--- src/rtl/pa_cache_pkg.sv ---
package pa_cache_pkg;

    typedef enum logic [1:0] {
        ST_IDLE,
        ST_ALT,
        ST_FETCH,
        ST_WRITE
    } pa_state_e;

    typedef enum logic [1:0] {
        LSRC_CPU,
        LSRC_MEM,
        LSRC_PRI,
        LSRC_ALT
    } line_src_e;

    typedef enum logic [1:0] {
        RSEL_PRI,
        RSEL_ALT,
        RSEL_MEM
    } rsel_e;

endpackage

--- src/rtl/pa_index_map.sv ---
module pa_index_map #(
    parameter int ADDR_W = 12,
    parameter int IDX_W  = 4,
    parameter int TAG_W  = ADDR_W - IDX_W + 1
) (
    input  logic [ADDR_W-1:0] addr,
    output logic [IDX_W-1:0]  pri_idx,
    output logic [IDX_W-1:0]  alt_idx,
    output logic [TAG_W-1:0]  req_tag
);
    // Primary slot is the natural index; partner flips the index top bit.
    assign pri_idx = addr[IDX_W-1:0];
    assign alt_idx = {~addr[IDX_W-1], addr[IDX_W-2:0]};
    // The tag keeps the index top bit so a block is identifiable in either slot.
    assign req_tag = addr[ADDR_W-1:IDX_W-1];
endmodule

--- src/rtl/pa_line_store.sv ---
module pa_line_store #(
    parameter int LINES  = 16,
    parameter int IDX_W  = 4,
    parameter int TAG_W  = 9,
    parameter int DATA_W = 32
) (
    input  logic              clk,
    input  logic              rst_n,
    input  logic [IDX_W-1:0]  pri_idx,
    input  logic [IDX_W-1:0]  alt_idx,
    output logic              pri_valid,
    output logic [TAG_W-1:0]  pri_tag,
    output logic [DATA_W-1:0] pri_data,
    output logic              alt_valid,
    output logic [TAG_W-1:0]  alt_tag,
    output logic [DATA_W-1:0] alt_data,
    input  logic              pri_we,
    input  logic              pri_wvalid,
    input  logic [TAG_W-1:0]  pri_wtag,
    input  logic [DATA_W-1:0] pri_wdata,
    input  logic              alt_we,
    input  logic              alt_wvalid,
    input  logic [TAG_W-1:0]  alt_wtag,
    input  logic [DATA_W-1:0] alt_wdata
);
    logic              valid_q [LINES];
    logic [TAG_W-1:0]  tag_q   [LINES];
    logic [DATA_W-1:0] data_q  [LINES];

    // Both slots of a pseudo-set can be rewritten in one edge (swap and fill).
    always_ff @(posedge clk) begin
        for (int i = 0; i < LINES; i++) begin
            if (!rst_n) begin
                valid_q[i] <= 1'b0;
                tag_q[i]   <= '0;
                data_q[i]  <= '0;
            end else if (pri_we && (pri_idx == IDX_W'(i))) begin
                valid_q[i] <= pri_wvalid;
                tag_q[i]   <= pri_wtag;
                data_q[i]  <= pri_wdata;
            end else if (alt_we && (alt_idx == IDX_W'(i))) begin
                valid_q[i] <= alt_wvalid;
                tag_q[i]   <= alt_wtag;
                data_q[i]  <= alt_wdata;
            end
        end
    end

    assign pri_valid = valid_q[pri_idx];
    assign pri_tag   = tag_q[pri_idx];
    assign pri_data  = data_q[pri_idx];
    assign alt_valid = valid_q[alt_idx];
    assign alt_tag   = tag_q[alt_idx];
    assign alt_data  = data_q[alt_idx];
endmodule

--- src/rtl/pa_probe_fsm.sv ---
module pa_probe_fsm
    import pa_cache_pkg::*;
(
    input  logic      clk,
    input  logic      rst_n,
    input  logic      cpu_req,
    input  logic      cpu_we,
    input  logic      probe_hit,
    input  logic      pri_valid,
    input  logic      mem_ack,
    output logic      sel_alt,
    output logic      cpu_ready,
    output rsel_e     rsel,
    output logic      pri_we,
    output line_src_e pri_src,
    output logic      alt_we,
    output line_src_e alt_src,
    output logic      mem_req,
    output logic      mem_we
);
    pa_state_e state, nxt;

    always_ff @(posedge clk) begin
        if (!rst_n) state <= ST_IDLE;
        else        state <= nxt;
    end

    always_comb begin
        nxt       = state;
        sel_alt   = 1'b0;
        cpu_ready = 1'b0;
        rsel      = RSEL_PRI;
        pri_we    = 1'b0;
        pri_src   = LSRC_CPU;
        alt_we    = 1'b0;
        alt_src   = LSRC_CPU;
        mem_req   = 1'b0;
        mem_we    = 1'b0;
        unique case (state)
            ST_IDLE: begin
                if (cpu_req) begin
                    if (probe_hit && cpu_we) begin          // write hit
                        pri_we = 1'b1;
                        nxt    = ST_WRITE;
                    end else if (probe_hit) begin           // fast hit
                        cpu_ready = 1'b1;
                    end else begin                          // primary miss
                        nxt = ST_ALT;
                    end
                end
            end
            ST_ALT: begin
                sel_alt = 1'b1;
                rsel    = RSEL_ALT;
                if (probe_hit && !cpu_we) begin             // slow hit with swap
                    cpu_ready = 1'b1;
                    pri_we    = 1'b1;
                    pri_src   = LSRC_ALT;
                    alt_we    = 1'b1;
                    alt_src   = LSRC_PRI;
                    nxt       = ST_IDLE;
                end else if (cpu_we) begin                  // write forward
                    alt_we = probe_hit;
                    nxt    = ST_WRITE;
                end else begin                              // double miss
                    nxt = ST_FETCH;
                end
            end
            ST_FETCH: begin
                mem_req = 1'b1;
                rsel    = RSEL_MEM;
                if (mem_ack) begin                          // fill
                    cpu_ready = 1'b1;
                    pri_we    = 1'b1;
                    pri_src   = LSRC_MEM;
                    alt_we    = pri_valid;
                    alt_src   = LSRC_PRI;
                    nxt       = ST_IDLE;
                end
            end
            ST_WRITE: begin
                mem_req = 1'b1;
                mem_we  = 1'b1;
                rsel    = RSEL_MEM;
                if (mem_ack) begin                          // write done
                    cpu_ready = 1'b1;
                    nxt       = ST_IDLE;
                end
            end
            default: nxt = ST_IDLE;
        endcase
    end
endmodule

--- src/rtl/pa_cache.sv ---
module pa_cache
    import pa_cache_pkg::*;
#(
    parameter int ADDR_W = 12,
    parameter int DATA_W = 32,
    parameter int LINES  = 16
) (
    input  logic              clk,
    input  logic              rst_n,
    input  logic              cpu_req,
    input  logic              cpu_we,
    input  logic [ADDR_W-1:0] cpu_addr,
    input  logic [DATA_W-1:0] cpu_wdata,
    output logic              cpu_ready,
    output logic [DATA_W-1:0] cpu_rdata,
    output logic              mem_req,
    output logic              mem_we,
    output logic [ADDR_W-1:0] mem_addr,
    output logic [DATA_W-1:0] mem_wdata,
    input  logic              mem_ack,
    input  logic [DATA_W-1:0] mem_rdata
);
    localparam int IDX_W = $clog2(LINES);
    localparam int TAG_W = ADDR_W - IDX_W + 1;

    logic [IDX_W-1:0]  pri_idx, alt_idx;
    logic [TAG_W-1:0]  req_tag;
    logic              pri_valid, alt_valid;
    logic [TAG_W-1:0]  pri_tag, alt_tag;
    logic [DATA_W-1:0] pri_data, alt_data;
    logic              pri_we, alt_we;
    logic              pri_wvalid, alt_wvalid;
    logic [TAG_W-1:0]  pri_wtag, alt_wtag;
    logic [DATA_W-1:0] pri_wdata, alt_wdata;
    line_src_e         pri_src, alt_src;
    rsel_e             rsel;
    logic              sel_alt;
    logic              probe_valid;
    logic [TAG_W-1:0]  probe_tag;
    logic              probe_hit;

    pa_index_map #(.ADDR_W(ADDR_W), .IDX_W(IDX_W), .TAG_W(TAG_W)) u_map (
        .addr    (cpu_addr),
        .pri_idx (pri_idx),
        .alt_idx (alt_idx),
        .req_tag (req_tag)
    );

    pa_line_store #(.LINES(LINES), .IDX_W(IDX_W), .TAG_W(TAG_W), .DATA_W(DATA_W)) u_store (
        .clk        (clk),
        .rst_n      (rst_n),
        .pri_idx    (pri_idx),
        .alt_idx    (alt_idx),
        .pri_valid  (pri_valid),
        .pri_tag    (pri_tag),
        .pri_data   (pri_data),
        .alt_valid  (alt_valid),
        .alt_tag    (alt_tag),
        .alt_data   (alt_data),
        .pri_we     (pri_we),
        .pri_wvalid (pri_wvalid),
        .pri_wtag   (pri_wtag),
        .pri_wdata  (pri_wdata),
        .alt_we     (alt_we),
        .alt_wvalid (alt_wvalid),
        .alt_wtag   (alt_wtag),
        .alt_wdata  (alt_wdata)
    );

    // Single comparator, steered to whichever slot the current probe targets.
    assign probe_valid = sel_alt ? alt_valid : pri_valid;
    assign probe_tag   = sel_alt ? alt_tag   : pri_tag;
    assign probe_hit   = probe_valid && (probe_tag == req_tag);

    pa_probe_fsm u_fsm (
        .clk       (clk),
        .rst_n     (rst_n),
        .cpu_req   (cpu_req),
        .cpu_we    (cpu_we),
        .probe_hit (probe_hit),
        .pri_valid (pri_valid),
        .mem_ack   (mem_ack),
        .sel_alt   (sel_alt),
        .cpu_ready (cpu_ready),
        .rsel      (rsel),
        .pri_we    (pri_we),
        .pri_src   (pri_src),
        .alt_we    (alt_we),
        .alt_src   (alt_src),
        .mem_req   (mem_req),
        .mem_we    (mem_we)
    );

    always_comb begin
        case (pri_src)
            LSRC_CPU: begin pri_wvalid = 1'b1;      pri_wtag = req_tag; pri_wdata = cpu_wdata; end
            LSRC_MEM: begin pri_wvalid = 1'b1;      pri_wtag = req_tag; pri_wdata = mem_rdata; end
            LSRC_ALT: begin pri_wvalid = alt_valid; pri_wtag = alt_tag; pri_wdata = alt_data;  end
            default:  begin pri_wvalid = pri_valid; pri_wtag = pri_tag; pri_wdata = pri_data;  end
        endcase
    end

    always_comb begin
        case (alt_src)
            LSRC_CPU: begin alt_wvalid = 1'b1;      alt_wtag = req_tag; alt_wdata = cpu_wdata; end
            LSRC_PRI: begin alt_wvalid = pri_valid; alt_wtag = pri_tag; alt_wdata = pri_data;  end
            LSRC_MEM: begin alt_wvalid = 1'b1;      alt_wtag = req_tag; alt_wdata = mem_rdata; end
            default:  begin alt_wvalid = alt_valid; alt_wtag = alt_tag; alt_wdata = alt_data;  end
        endcase
    end

    always_comb begin
        case (rsel)
            RSEL_ALT: cpu_rdata = alt_data;
            RSEL_MEM: cpu_rdata = mem_rdata;
            default:  cpu_rdata = pri_data;
        endcase
    end

    assign mem_addr  = cpu_addr;
    assign mem_wdata = cpu_wdata;
endmodule

--- config.mk ---
export PLATFORM = sky130hd
export DESIGN_NAME = pa_cache
export DESIGN_NICKNAME = d
export VERILOG_FILES = /design/src/rtl/pa_cache_pkg.sv /design/src/rtl/pa_index_map.sv /design/src/rtl/pa_line_store.sv /design/src/rtl/pa_probe_fsm.sv /design/src/rtl/pa_cache.sv
export SDC_FILE = /design/constraint.sdc
export NUM_CORES = 1
export LEC_CHECK = 0
export BUFFER_PORTS_ARGS = -buffer_cell sky130_fd_sc_hd__buf_2
export CELL_PAD_IN_SITES_DETAIL_PLACEMENT = 2
export CELL_PAD_IN_SITES_GLOBAL_PLACEMENT = 2
export CORE_MARGIN = 2
export CORE_UTILIZATION = 40
export DETAILED_ROUTE_END_ITERATION = 7
export PLACE_DENSITY = 0.8
export SETUP_SLACK_MARGIN = 0.02
export SLEW_MARGIN = 20
export SYNTH_ARGS = -nofsm -noshare
export SYNTH_HDL_FRONTEND = slang
export SYNTH_SLANG_ARGS = --single-unit
--- constraint.sdc ---
create_clock -name clk -period 10.37 [get_ports clk]
set_clock_uncertainty 0.1 [all_clocks]
set_input_delay 0.5185 -clock clk [delete_from_list [all_inputs] [get_ports clk]]
set_output_delay 0.5185 -clock clk [all_outputs]
set_load 0.01 [all_outputs]
# Word-level counts from Yosys, hierarchy flattened
# Memories as Yosys holds them, arrays and structs flattened.
# Index checks and enable logic that the tools add are counted.
[classes]
muxes = 248
bitwise_logic = 97
reduce_logical = 45
n_eq_ne = 43
[op_table]
columns = ["operator", "n"]
rows = [
  ["two-way mux 32 bit", 32],
  ["two-way mux 9 bit", 33],
  ["one-hot mux 32 bit (3 select lines)", 2],
  ["two-way mux 1 bit", 161],
  ["bitwise OR 1 bit", 96],
  ["equality test 4 bit, second input constant", 16],
  ["one-hot mux 32 bit (2 select lines)", 1],
  ["one-hot mux 9 bit (2 select lines)", 2],
  ["logical AND 1 bit", 35],
  ["equality test 4 x 3 -> 1 bit, second input constant", 8],
  ["equality test 4 x 2 -> 1 bit, second input constant", 4],
  ["two-way mux 2 bit", 8],
  ["one-hot mux 2 bit (2 select lines)", 3],
  ["equality test 2 bit, second input constant", 5],
  ["equality test 9 bit", 1],
  ["equality test 2 x 1 -> 1 bit, second input constant", 4],
  ["equality test 4 x 1 -> 1 bit, second input constant", 2],
  ["zero test 4 bit", 2],
  ["zero test 2 bit", 3],
  ["one-hot mux 1 bit (2 select lines)", 3],
  ["one-hot mux 1 bit (3 select lines)", 2],
  ["one-hot mux 2 bit (3 select lines)", 1],
  ["OR reduction 2 bit", 3],
  ["!= test 3 bit, second input constant", 1],
  ["5 further kinds", 5],
]
[totals]
n_memories = 3
reg_bits = 2
out_inout_bits = 79
input_bits = 81
word_cells = 437
ramBits = 672
[memory_table]
columns = ["name", "words", "word_bits", "rd", "rd_ports_with_merged_regs", "wr", "line", "rtl"]
rows = [
  ["u_store.data_q", 16, 32, 2, 0, 16, "pa_line_store.sv:28", "logic [DATA_W-1:0] data_q [LINES];"],
  ["u_store.tag_q", 16, 9, 2, 0, 16, "pa_line_store.sv:27", "logic [TAG_W-1:0] tag_q [LINES];"],
  ["u_store.valid_q", 16, 1, 2, 0, 16, "pa_line_store.sv:26", "logic valid_q [LINES];"],
]

# Longest topological paths before layout
[logic_depth]
ltp_word = 15
ltp_mapped = 17
depth_no_buf = 12

# Cells and area by module
# Synthesis repeated with hierarchy kept, for this count alone.
[unflattened]
hier_cells = 2953
hier_area_um2 = 41966.5
[by_module_without_submodules]
columns = ["module", "cells_per_inst", "seq_area_each_um2", "area_each_um2", "n_inst"]
rows = [
  ["pa_line_store", 2568, 20169.3, 38423.1, 1],
  ["pa_cache", 327, 0.0, 3079.2, 1],
  ["pa_probe_fsm", 41, 40.0, 340.3, 1],
  ["pa_index_map", 17, 0.0, 123.9, 1],
]

# Worst setup path after synthesis
# No wires, ideal clock.
[synth_timing]
path_type = "input to register"
startpoint = "input cpu_addr[1]"
endpoint = "memory u_store.data_q[12][0], enable pin"
n_path_buf = 4
setup_time_ps = 500
slack_ps = 3612
arrival_ps = 6159
t_required_ps = 9770
path_stages = 13
path_cell_list = "buf_4 -> buf_2 -> buf_4 -> mux4_2 -> mux2_2 -> o41ai_1 -> nand4_1 -> a2111oi_4 -> a41oi_2 -> buf_2 -> o22ai_1 -> nand2_1 -> o21ai_0"
[synth_rtl]
columns = ["item", "line", "rtl"]
rows = [
  ["start, declared", "pa_cache.sv:12", "input logic [ADDR_W-1:0] cpu_addr,"],
  ["end, declared", "pa_line_store.sv:28", ""],
]

==> metrics.txt <==
status=complete, no violations; nets@finish=between 2000 and 3000; FF+latch count, synth=between 600 and 700; max-slew violations=0; Syn Inst Count=2668; routed len/inst=roughly 41 µm; layout cells sized above 1=roughly a quarter; peak supply drop=0.0001177 V; Final Setup Violations=0; Boundary Pins=160; post-route ant nets=0; worst-margin pin slew=roughly 1200 ps; final hold vios=0; Num CTS Buffers=75; Initial Utilization=between 40% and 50%; GR Overflow Total=0; # fillers=about 8300; Achievable Freq=between 100 and 150 MHz; global-route usage over all layers=around a third; Placement Cell Area=~36000 µm²; Sink Count=674; Setup CP Type=in2reg; Clock Latency Late Sink=660 ps; required time worst endpoint=around 11000 ps; largest family of logic cells by synthesized area=compound AO/OA/AOI/OAI gates; CP Capture Type=flop; initial antenna violation count=7; top cell type's share of synthesized area=between 50 and 60%; max-capacitance violation count=0; Period minus WS final=about 7300 ps; type of origin of the critical path=input port; adder-cell area share of the yosys netlist=less than 1%; Max Root-Sink Buffers=3; Hold-fix buffers, CTS=0; Final Cycle Share=70.26%; Syn. warnings=0; post-synthesis net count=approximately 2800; HP Class=in2reg; sequential area share after synthesis=approximately three fifths; pin count of the biggest net entering global routing=68; Critical path origin=cpu_addr[0]; Clock Root Buffer=clkbuf_16; DPL Wire Length=91990 µm; syn_area_per_cell=about 13 µm²; synthesis-to-layout area growth=10.90%; most common cell in the netlist=edfxtp_1; mux cell area share after synthesis=about an eighth; post-synthesis compound-gate area fraction=a little under a fifth; first-pass detailed-route iteration total=5; Synth Cell Area=34720 µm²; number of synthesized flops with an enable pin=roughly 670; crit-path max FO=57; Core ar.=approximately 86000 µm²; Synth async-reset ratio=0%; synth cell count leaders=671 x edfxtp_1, 622 x o22ai_1, 196 x nand2_1, 190 x clkbuf_1, 154 x mux4_2; # rows=between 100 and 150; crit path DAT=between 7000 and 8000 ps; CTS tree=done; Reg2Reg Depth=13; first-pass GRT wire length=224500 µm; ranking of synthesized cells by area=edfxtp_1 58%, o22ai_1 11%, mux4_2 10%, nand2_1 2.1%, clkbuf_1 2.1%; pwr dens=178.3 nW/µm²; dominant cell type by area after synthesis=edfxtp_1; Die H=298.6 µm; final WL=158100 µm; RR Startpoint=u_fsm.state[1]$_SDFFE_PN0P_; Total Negative Setup Slacks=0 ps; number of global-route vias before repair=~31000; R2R Setup Slk=a little over 3000 ps; dominant synthesized flop cell=edfxtp_1; Synth Area in XOR/XNOR=less than 1%; CTS resizes=0; gp weighted congestion=0.8807; simple-gate portion of the synthesized area=5.081%; IO Port Bufs=about 160; die area=just under 90000 µm²; routed via count=28740; FF-to-FF End=u_store.tag_q[8][5]$_SDFFCE_PN0P_; post-layout util=between 40 and 50%; Clock transition at path regs=around 60 ps; die width=298.6 µm; Lkg Pwr=13.43 nW; Iter 0 DRT Violations=between 4000 and 5000; # H-tree levels=3; post-CTS setup buffer count=0; RSZ-0062 raised after global routing=no; Vias/cell=7.491; CP Capture Point=u_store.tag_q[8][5]$_SDFFCE_PN0P_; max-slew headroom at the worst pin=a little over a fifth; residual DRC count=0; Hold WS=about 320 ps; post-route cell area=~39000 µm²; Synth cell types=between 60 and 70
layer usage:
metal  track usage (%)  routed length [µm]  up-vias
met3             8.739               18910      715
met5                 0                  31        -
met1             41.55               52850    14780
li1                  -                   -    10690
met4             20.97               10080        4
met2             56.75               76210     2548
where the power goes:
part	total (W)	internal [W]	switching [W]
sequential	0.00313	0.00309	0.0000464
clock	0.00264	0.00144	0.00120
combinational	0.00109	0.000325	0.000768
critical path, cell delays in order:
cell,delay [ps]
buf_8,420
buf_4,630
mux4_2,600
mux2i_1,390
a21oi_1,180
o41ai_1,150
nand4_1,250
a2111oi_4,600
a41oi_2,600
nor2_4,390
nand3_2,780
nand3b_1,1080
buf_4,640
cell usage in the layout, fill, tap and decap left out, types with 14 or more instances in the layout:
cell	n
a221oi_4	20
a221oi_1	33
clkbuf_16	77
mux2i_1	68
nor2_1	85
edfxtp_1	671
buf_4	88
nand2_1	178
mux4_2	154
clkinv_1	17
clkbuf_1	21
o21ai_0	73
nand2_2	16
inv_1	36
mux2_2	14
nor2_2	19
and2_1	25
o21ai_4	15
buf_2	155
o22ai_1	622
a21oi_1	92
worst min path at each step:
stage	cells past startpoint	slack [ps]	start	to
6_report	5	320	cpu_we	u_fsm.state[0]$_SDFFE_PN0P_
5_1_grt	3	350	mem_rdata[22]	u_store.data_q[1][22]$_DFFE_PP_
4_1_cts	5	290	cpu_we	u_fsm.state[0]$_SDFFE_PN0P_
3_5_place_dp	2	440	u_fsm.state[1]$_SDFFE_PN0P_	u_fsm.state[1]$_SDFFE_PN0P_
3_3_place_gp	2	380	u_fsm.state[1]$_SDFFE_PN0P_	u_fsm.state[1]$_SDFFE_PN0P_
2_1_floorplan	2	370	u_fsm.state[1]$_SDFFE_PN0P_	u_fsm.state[1]$_SDFFE_PN0P_
state kept, by name, indices dropped and copies added, names as in the netlist:
register         count
u_fsm.state          2
u_store.data_q     512
u_store.valid_q     16
u_store.tag_q      144
area by class of cell:
class	count	area [µm²]	area share (%)
repair buffers	247	1520	3.948
multi-input cells	1580	12880	33.44
well taps	1155	1445	3.753
clock buffers	101	2047	5.315
clock inverters	33	240.2	0.6238
flip-flops and latches	674	20210	52.48
inverters	42	160.2	0.4159
diodes	4	10.01	0.02599
cells by family (layout without fill, tap and decap cells):
kind of cell / after synthesis / in the layout
other: 0 / 4
adder cells (fa/ha/maj): 6 / 6
multiplexers: 238 / 238
AO/OA/AOI/OAI: 932 / 932
AND/OR/NAND/NOR: 396 / 396
flip-flops: 674 / 674
buffers and inverters: 414 / 423
XOR/XNOR: 8 / 8
metrics by stage:
step	power [W]	worst slack, ps	instances
finish	0.006867	3084	3836
global route	0.006971	2879	3833
CTS	0.006805	3194	3829
detailed placement	0.004215	2763	3695
global placement	0.004141	3017	3695
floorplan	0.003802	3612	2668
No activity file was read; power rests on OpenSTA's default activity.
